**config.mk**
```make
export PLATFORM = sky130hd
export DESIGN_NAME = i2c_regslave
export DESIGN_NICKNAME = d
export VERILOG_FILES = /design/src/rtl/i2c_regslave.sv
export SDC_FILE = /design/constraint.sdc
export NUM_CORES = 1
export LEC_CHECK = 0
export ABC_AREA = 1
export ABC_CLOCK_PERIOD_IN_PS = 2400
export BUFFER_PORTS_ARGS = -buffer_cell sky130_fd_sc_hd__buf_2
export CORE_MARGIN = 1.5
export CORE_UTILIZATION = 48
export DETAILED_ROUTE_END_ITERATION = 6
export PLACE_DENSITY = 0.71
export SLEW_MARGIN = 25
export SYNTH_ARGS = -nofsm -noshare
export SYNTH_HDL_FRONTEND = slang
export SYNTH_SLANG_ARGS = --single-unit
```
**constraint.sdc**
```tcl
create_clock -name clk -period 2.4 [get_ports clk]
set_input_delay 0.12 -clock clk [delete_from_list [all_inputs] [get_ports clk]]
set_output_delay 0.12 -clock clk [all_outputs]
set_load 0.05 [all_outputs]
```
**src/rtl/i2c_regslave.sv**
```systemverilog
module i2c_regslave #(
  parameter logic [2:0]   DEV_HI    = 3'b011,
  parameter logic [7:0]   CMD_ADDR  = 8'hFE,
  parameter int           SRST_BIT  = 0,
  parameter logic [255:0] WR_MASK   = (((256'd1 << 112) - 256'd1) ^ ((256'd1 << 16) - 256'd1)) | (256'd1 << 254),
  parameter logic [255:0] PAIR_MASK = 256'h55
) (
  input  logic       clk,
  input  logic       rst_n,
  input  logic       scl_i,
  input  logic       sda_i,
  output logic       sda_oe,
  input  logic [3:0] dev_lo,
  output logic [7:0] reg_raddr,
  input  logic [7:0] reg_rdata,
  input  logic [7:0] reg_rdata_odd,
  output logic       reg_we,
  output logic [7:0] reg_waddr,
  output logic [7:0] reg_wdata,
  output logic       srst_o
);
  typedef enum logic [2:0] {S_IDLE, S_DEV, S_MAD, S_WR, S_RD} st_t;

  st_t        st;
  logic [2:0] scl_q, sda_q;
  logic [3:0] bitcnt;
  logic [7:0] sr, tx, snap_lo, wa, wd;
  logic [6:0] snap_idx;
  logic [8:0] maddr;
  logic       in_ack, first_wr, snap_v;

  wire scl_s     = scl_q[1];
  wire sda_s     = sda_q[1];
  wire start_det = scl_q[1] & scl_q[2] & sda_q[2] & ~sda_q[1];
  wire stop_det  = scl_q[1] & scl_q[2] & ~sda_q[2] & sda_q[1];
  wire scl_rise  = scl_s & ~scl_q[2];
  wire scl_fall  = ~scl_s & scl_q[2];
  wire rx_bit    = (st == S_DEV || st == S_MAD || st == S_WR) && !in_ack && bitcnt < 4'd8;

  wire       pair_hit = snap_v && !maddr[8] && maddr[7:0] == {snap_idx, 1'b1};
  wire [7:0] rbyte    = maddr[8] ? 8'hFF : (pair_hit ? snap_lo : reg_rdata);
  wire       wr_ok    = !maddr[8] && WR_MASK[maddr[7:0]] && !(maddr[7:0] == CMD_ADDR && !first_wr);
  wire [8:0] maddr_nx = maddr[8] ? maddr : maddr + 9'd1;

  assign reg_raddr = maddr[7:0];
  assign reg_waddr = wa;
  assign reg_wdata = wd;

  always_ff @(posedge clk or negedge rst_n) begin
    if (!rst_n) begin
      scl_q <= 3'b111;
      sda_q <= 3'b111;
    end else begin
      scl_q <= {scl_q[1:0], scl_i};
      sda_q <= {sda_q[1:0], sda_i};
    end
  end

  always_ff @(posedge clk or negedge rst_n) begin
    if (!rst_n) begin
      st       <= S_IDLE;
      bitcnt   <= '0;
      sr       <= '0;
      tx       <= '0;
      maddr    <= '0;
      in_ack   <= 1'b0;
      first_wr <= 1'b0;
      sda_oe   <= 1'b0;
      snap_v   <= 1'b0;
      snap_idx <= '0;
      snap_lo  <= '0;
      reg_we   <= 1'b0;
      wa       <= '0;
      wd       <= '0;
      srst_o   <= 1'b0;
    end else begin
      reg_we <= 1'b0;
      if (start_det) begin
        st     <= S_DEV;
        bitcnt <= '0;
        in_ack <= 1'b0;
        sda_oe <= 1'b0;
        snap_v <= 1'b0;
        srst_o <= 1'b0;
      end else if (stop_det) begin
        st     <= S_IDLE;
        in_ack <= 1'b0;
        sda_oe <= 1'b0;
        snap_v <= 1'b0;
        srst_o <= 1'b0;
      end else if (scl_rise) begin
        if (rx_bit) begin
          sr     <= {sr[6:0], sda_s};
          bitcnt <= bitcnt + 4'd1;
        end else if (st == S_RD && in_ack && sda_s) begin
          st <= S_IDLE;
        end
      end else if (scl_fall) begin
        if (in_ack) begin
          in_ack <= 1'b0;
          bitcnt <= '0;
          sda_oe <= 1'b0;
          if (st == S_RD) begin
            tx     <= rbyte;
            sda_oe <= ~rbyte[7];
            bitcnt <= 4'd1;
            if (!maddr[8] && !maddr[0] && PAIR_MASK[maddr[7:0]]) begin
              snap_v   <= 1'b1;
              snap_idx <= maddr[7:1];
              snap_lo  <= reg_rdata_odd;
            end
          end
        end else if (st == S_RD) begin
          if (bitcnt == 4'd8) begin
            sda_oe <= 1'b0;
            in_ack <= 1'b1;
            maddr  <= maddr_nx;
          end else begin
            sda_oe <= ~tx[3'd7 - bitcnt[2:0]];
            bitcnt <= bitcnt + 4'd1;
          end
        end else if (bitcnt == 4'd8) begin
          case (st)
            S_DEV:
              if (sr[7:1] == {DEV_HI, dev_lo}) begin
                in_ack <= 1'b1;
                sda_oe <= 1'b1;
                st     <= sr[0] ? S_RD : S_MAD;
              end else begin
                st <= S_IDLE;
              end
            S_MAD: begin
              in_ack   <= 1'b1;
              sda_oe   <= 1'b1;
              maddr    <= {1'b0, sr};
              first_wr <= 1'b1;
              st       <= S_WR;
            end
            S_WR: begin
              in_ack   <= 1'b1;
              sda_oe   <= 1'b1;
              first_wr <= 1'b0;
              maddr    <= maddr_nx;
              if (wr_ok) begin
                reg_we <= 1'b1;
                wa     <= maddr[7:0];
                wd     <= sr;
                if (maddr[7:0] == CMD_ADDR && sr[SRST_BIT]) srst_o <= 1'b1;
              end
            end
            default: ;
          endcase
        end
      end
    end
  end

  a_r11_idle_released: assert property (@(posedge clk) disable iff (!rst_n)
    (st == S_IDLE) |-> !sda_oe);

  a_r6_write_class: assert property (@(posedge clk) disable iff (!rst_n)
    reg_we |-> WR_MASK[reg_waddr]);

  a_r3_we_single: assert property (@(posedge clk) disable iff (!rst_n)
    reg_we |=> !reg_we);

  a_r10_srst_source: assert property (@(posedge clk) disable iff (!rst_n)
    $rose(srst_o) |-> (reg_we && reg_waddr == CMD_ADDR));

  a_r10_srst_clear: assert property (@(posedge clk) disable iff (!rst_n)
    (start_det || stop_det) |=> !srst_o);

  a_r2_read_no_write: assert property (@(posedge clk) disable iff (!rst_n)
    (st == S_RD) |-> !reg_we);
endmodule

```
== Yosys cells after proc, flatten, opt, wreduce, memory -nomap -nowiden ==
Memory sizes are Yosys's and may differ from the RTL's.
Cells that the tools add are included.
Widths: inputs -> output; s select.

* Equality and inequality tests: 19
* Multiplexer cells: 80
* Add/sub/neg operators: 3
* Reduce and logical (&&, ||, !) cells: 49
* Bitwise operators: 18
* Order comparisons: 3

{| class="wikitable"
|+ Operator list
! cell !! number
|-
| $mux 1 || 49
|-
| $mux 9 || 4
|-
| $mux 3 || 11
|-
| $mux 4 || 8
|-
| $reduce_bool 3->1 || 10
|-
| $reduce_and 7->1 || 3
|-
| $pmux 9 s2 || 1
|-
| $mux 8 || 2
|-
| $reduce_and 8->1 || 2
|-
| $reduce_and 5->1 || 3
|-
| $logic_and 1x1->1 || 12
|-
| $ne 4x4->1 const B || 3
|-
| $reduce_bool 4->1 || 3
|-
| $not 1->1 || 11
|-
| $reduce_bool 5->1 || 2
|-
| $add 9x1->9 const B || 1
|-
| $lt 8x9->1 const B || 1
|-
| $reduce_and 9->1 || 1
|-
| $eq 8x8->1 || 1
|-
| $eq 8x8->1 const B || 1
|-
| $and 1x1->1 || 7
|-
| $eq 7x6->1 || 1
|-
| $eq 3x2->1 const B || 2
|-
| $ne 3x3->1 const B || 2
|-
| other kinds (24) || 31
|}

* Output and inout bits: 27
* Bits in read-only memories: 512
* Memories: 2
* Input bits: 24
* Register bits: 75

{| class="wikitable"
|+ Memory list
! memory !! words !! bits a word !! rd ports !! clocked after Yosys merged registers in !! wr ports !! RTL line !! text
|-
| (no name shown) || 256 || 1 || 1 || 0 || 0 || 107 || <nowiki>if (!maddr[8] && !maddr[0] && PAIR_MASK[maddr[7:0]]) begin</nowiki>
|-
| (no name shown) || 256 || 1 || 1 || 0 || 0 || 42 || <nowiki>wire wr_ok = !maddr[8] && WR_MASK[maddr[7:0]] && !(maddr[7:0] == CMD_ADDR && !first_wr);</nowiki>
|}

== Logic depth before layout (Yosys ltp) ==
* Depth after elaboration: 13
* Gate-level depth with buffers: 12

== Worst setup path after synthesis ==
OpenSTA, ideal clock, no wires.

* Path kind: register to register
* Start: reg scl_q[2]
* End: reg tx[0]
* Stages on the path, launching flop included: 10
* Buffers on the path: 1
* Setup slack: 0.522 ns
* Clock period less this slack: 1.878 ns
* Arrival: 1.759 ns
* Setup time: 0.119 ns
* Data required time: 2.281 ns
* Cells stage by stage: dfstp_2 -> inv_1 -> ha_1 -> nor2_1 -> nand2_1 -> nor3_2 -> buf_2 -> nand2_2 -> o22ai_1 -> inv_1

* Cells in the longest elaborated chain, start to end: 5
* Elaborated cells between the ends (all ways): 12
* Classes of those cells: bitwise: 11; reduce/logical: 1

{| class="wikitable"
|+ RTL lines
! element !! RTL line !! text
|-
| from (decl) || 25 || <nowiki>logic [2:0] scl_q, sda_q;</nowiki>
|-
| from (signal assigned) || 54 || <nowiki>scl_q <= {scl_q[1:0], scl_i};</nowiki>
|-
| $and 1x1->1 || 34, 35 ||
|-
| $and 1x1->1, on equally long branches (2 in series) || 35, 34 ||
|-
| $not 1->1 (no source line) || n/a ||
|-
| $reduce_and 6->1 (no source line) (*) || n/a ||
|-
| to (signal assigned) || 104 || <nowiki>tx <= rbyte;</nowiki>
|-
| to (decl) || 27 || <nowiki>logic [7:0] sr, tx, snap_lo, wa, wd;</nowiki>
|}

Every way passes the cells marked *; elsewhere a longest branch is shown, timed or not.
A chain may end at the register's enable or synchronous reset.

== Final worst setup path ==
* Start: reg scl_q[2]
* End: reg tx[6]

Same word-level chain as after synthesis.

==> run_results.csv <==
group,metric,value,unit
logic_synthesis,synth-adder-area-share,2.45,%
placement,place.port_buffers,50,
clock_network,cts_buffers,9,
clock_network,clk_pin_slew_worst_paths,0.08,ns
run,maxCapViolCount,0,
timing,fin_hold_ws,0.0659,ns
power,fin_total_pwr,3.40,mW
drt,routed_wirelength,8780,µm
timing,min_period_over_period,86.3,%
clock_network,cts_resized,0,
finish,multi_input_area,0.00180,mm²
power,p_leak,2.46,nW
die,fp.dieArea,0.00906,mm²
drt,route.detailed.drc,0,
timing,tightest_slew,0.678,ns
clock_network,cts.sinks,75,
drt,routed_via_density,5.12,
drt,drtAntennaViolNets,0,
hold_path,hold-path-cell-count,5,
drt,first_iter_violations,173,
timing,rsz0062_at_grt,"no",
finish,regArea,0.00188,mm²
clock_network,clockBufferDepth,2,
clock_network,ctsHoldBuffers,11,
worst_setup_path,worstSetupPathType,"reg -> reg",
logic_synthesis,synth-xor-area-share,1.72,%
hold_path,hold_path_end,"tx[1]",
clock_network,cts_root_buf,"clkbuf_8",
logic_synthesis,syn_area_per_cell,8.11,µm²
drt,wl_per_cell,13.1,µm
timing,drv_slew,0,
logic_synthesis,ys_warn_count,0,
logic_synthesis,synth_simple_gate_area_share,28.3,%
timing,max_slew_margin,54.8,%
logic_synthesis,synth-seq-cells,75,
hold_path,hold_path.class,"in -> reg",
finish,layout_common_cells,"nand2_1 (137), dfrtp_1 (69), inv_1 (56)",
logic_synthesis,synth_edf_count,0,
grt,antenna_found_initial,0,
worst_setup_path,timing.rr.end,"tx[6]",
logic_synthesis,muxShareOfSynthArea,0.521,%
grt,grt_max_degree,76,
logic_synthesis,synth_ff_type,"dfrtp_1",
timing,finalHoldViolations,0,
logic_synthesis,ys_types,42,
timing,fin_crit,2.07,ns
hold_path,hp-start,"reg_rdata[1]",
grt,grt_pass1_vias,3317,
placement,numPlacedInstances,641,
logic_synthesis,synth-compound-area-share,11.1,%
worst_setup_path,cp_data_required_time,2.65,ns
drt,route.met3.wl,366,µm
worst_setup_path,ff2ff_setup_slack,0.33,ns
die,die_h,95.2,µm
placement,dp_hpwl,6400,µm
clock_network,cts_tree,"done",
placement,gp_congestion,0.854,
outcome,status,"finished clean",
timing,tns,0,ns
drt,wl_met2,4260,µm
grt,grt_overflow_total,0,
worst_setup_path,end_kind,"flip-flop",
die,io_pins,51,
timing,setup_viol_count_final,0,
clock_network,clock_latency,0.36,ns
finish,final_area,0.00467,mm²
die,core.rowCount,33,
drt,routed.top_layer,"met4",
die,start_util,49.7,%
logic_synthesis,async_reset_ff_share,100,%
finish,final_layout_size_suffix_gt1_share,19.2,%
finish,stdcell_count,668,
placement,dpl_cell_area,0.00434,mm²
worst_setup_path,crit_fanout,10,
logic_synthesis,synth_top_family_by_area,"simple AND/OR/NAND/NOR gates",
timing,fmax,0.483,GHz
power,power_density,729,mW/mm²
worst_setup_path,crit_arrival,2.32,ns
worst_setup_path,r2r_cells,9,
die,coreArea,0.00822,mm²
power,vdd_ir_drop_max,0.000445,V
grt,grt_pass1_wl,15000,µm
finish,layout_commonest_cell,"nand2_1",
finish,syn2layout_area_growth,14.5,%
clock_network,cts_setup_buffers,0,
die,die_x,95.2,µm
finish,diodes,0,
worst_setup_path,worst_setup_path_start_kind,"flip-flop",
timing,skew,0.00933,ns
drt,route.layer.met1.wl,4020,µm
clock_network,htreeDepth,3,
finish,fillerInstances,752,
worst_setup_path,regToRegStartpoint,"scl_q[2]",
drt,vias,3419,
finish,fin_nets,590,
logic_synthesis,syn_inst,503,
grt,grt_usage,21.2,%
logic_synthesis,synth-seq-area-share,46.2,%
logic_synthesis,synth_fp_nets,535,
drt,drt_first_pass_iters,4,
logic_synthesis,netlist_area,0.00408,mm²
cells by family after synthesis:
logic type | after synthesis
DFF | 75
xor gates and xnor gates | 8
adders and majority gates | 8
muxes | 2
AOI/OAI and AO/OA | 83
and+or+nand+nor | 242
buffers and inverters | 85
through the flow:
step | utilization [%] | setup slack (ns)
2_1_floorplan | - | 0.522
3_3_place_gp | 52.8 | 0.432
3_5_place_dp | 52.8 | 0.363
4_1_cts | 56.8 | 0.343
5_1_grt | 56.9 | 0.152
6_report | 56.9 | 0.329
flip-flops by register name, summed over array words and instances, names as in the netlist:
signal / cells
snap_v: 1
maddr: 9
scl_q: 3
sda_oe: 1
sr: 8
in_ack: 1
st: 3
snap_lo: 8
tx: 8
srst_o: 1
reg_we: 1
reg_waddr: 8
snap_idx: 7
sda_q: 3
bitcnt: 4
reg_wdata: 8
first_wr: 1
per-layer routing:
metal	GRT usage [%]	vias up
met4	7.21	0
met5	0	-
li1	-	1728
met3	3.99	15
met1	26.7	1591
met2	36.4	85
Yosys cell counts, drive strengths merged, types with 2 or more instances:
| library cell | number | area (µm²) |
|---|---|---|
| inv | 63 | 236 |
| o21ai | 51 | 259 |
| clkbuf | 2 | 8.75 |
| o22ai | 11 | 68.8 |
| xor2 | 4 | 35.0 |
| buf | 20 | 153 |
| nor2 | 44 | 228 |
| xnor2 | 4 | 35.0 |
| nand4 | 10 | 87.6 |
| a31oi | 2 | 12.5 |
| ha | 8 | 100 |
| nor3 | 12 | 87.6 |
| dfstp | 6 | 158 |
| nand2 | 141 | 544 |
| a21oi | 13 | 65.1 |
| o211ai | 2 | 15.0 |
| nand3 | 33 | 195 |
| dfrtp | 69 | 1730 |
worst max path at each step:
stage                   from  depth (start not counted)     to
floorplan           scl_q[2]                          9  tx[0]
global placement    scl_q[2]                          9  tx[4]
detailed placement  scl_q[2]                          9  tx[6]
CTS                 scl_q[2]                          9  tx[6]
global route        scl_q[2]                          9  tx[3]
finish              scl_q[2]                          9  tx[6]
cell type report:
type                    instances  area share, %
clock buffers                  10           2.73
multi-input cells             343           38.5
clock inverters                 6           1.93
well taps                     105           2.81
repair buffers                 66           8.65
flip-flops and latches         75           40.3
inverters                      63           5.06
report_power, final:
group,switching [mW],leakage (nW),internal (mW)
Combinational,0.445,1.40,0.264
Clock,0.496,0.106,0.588
Sequential,0.196,0.958,1.42
Total,1.14,2.46,2.27
worst max-delay path, stage by stage, from the launching register on:
cell and delay (ns):
dfstp_2 0.55, inv_1 0.04, ha_1 0.28, nor2_1 0.21
nand2_1 0.11, nor3_2 0.24, buf_4 0.21, nand2_2 0.12
o22ai_1 0.15, inv_1 0.06
No activity file was read; power rests on OpenSTA's default activity.
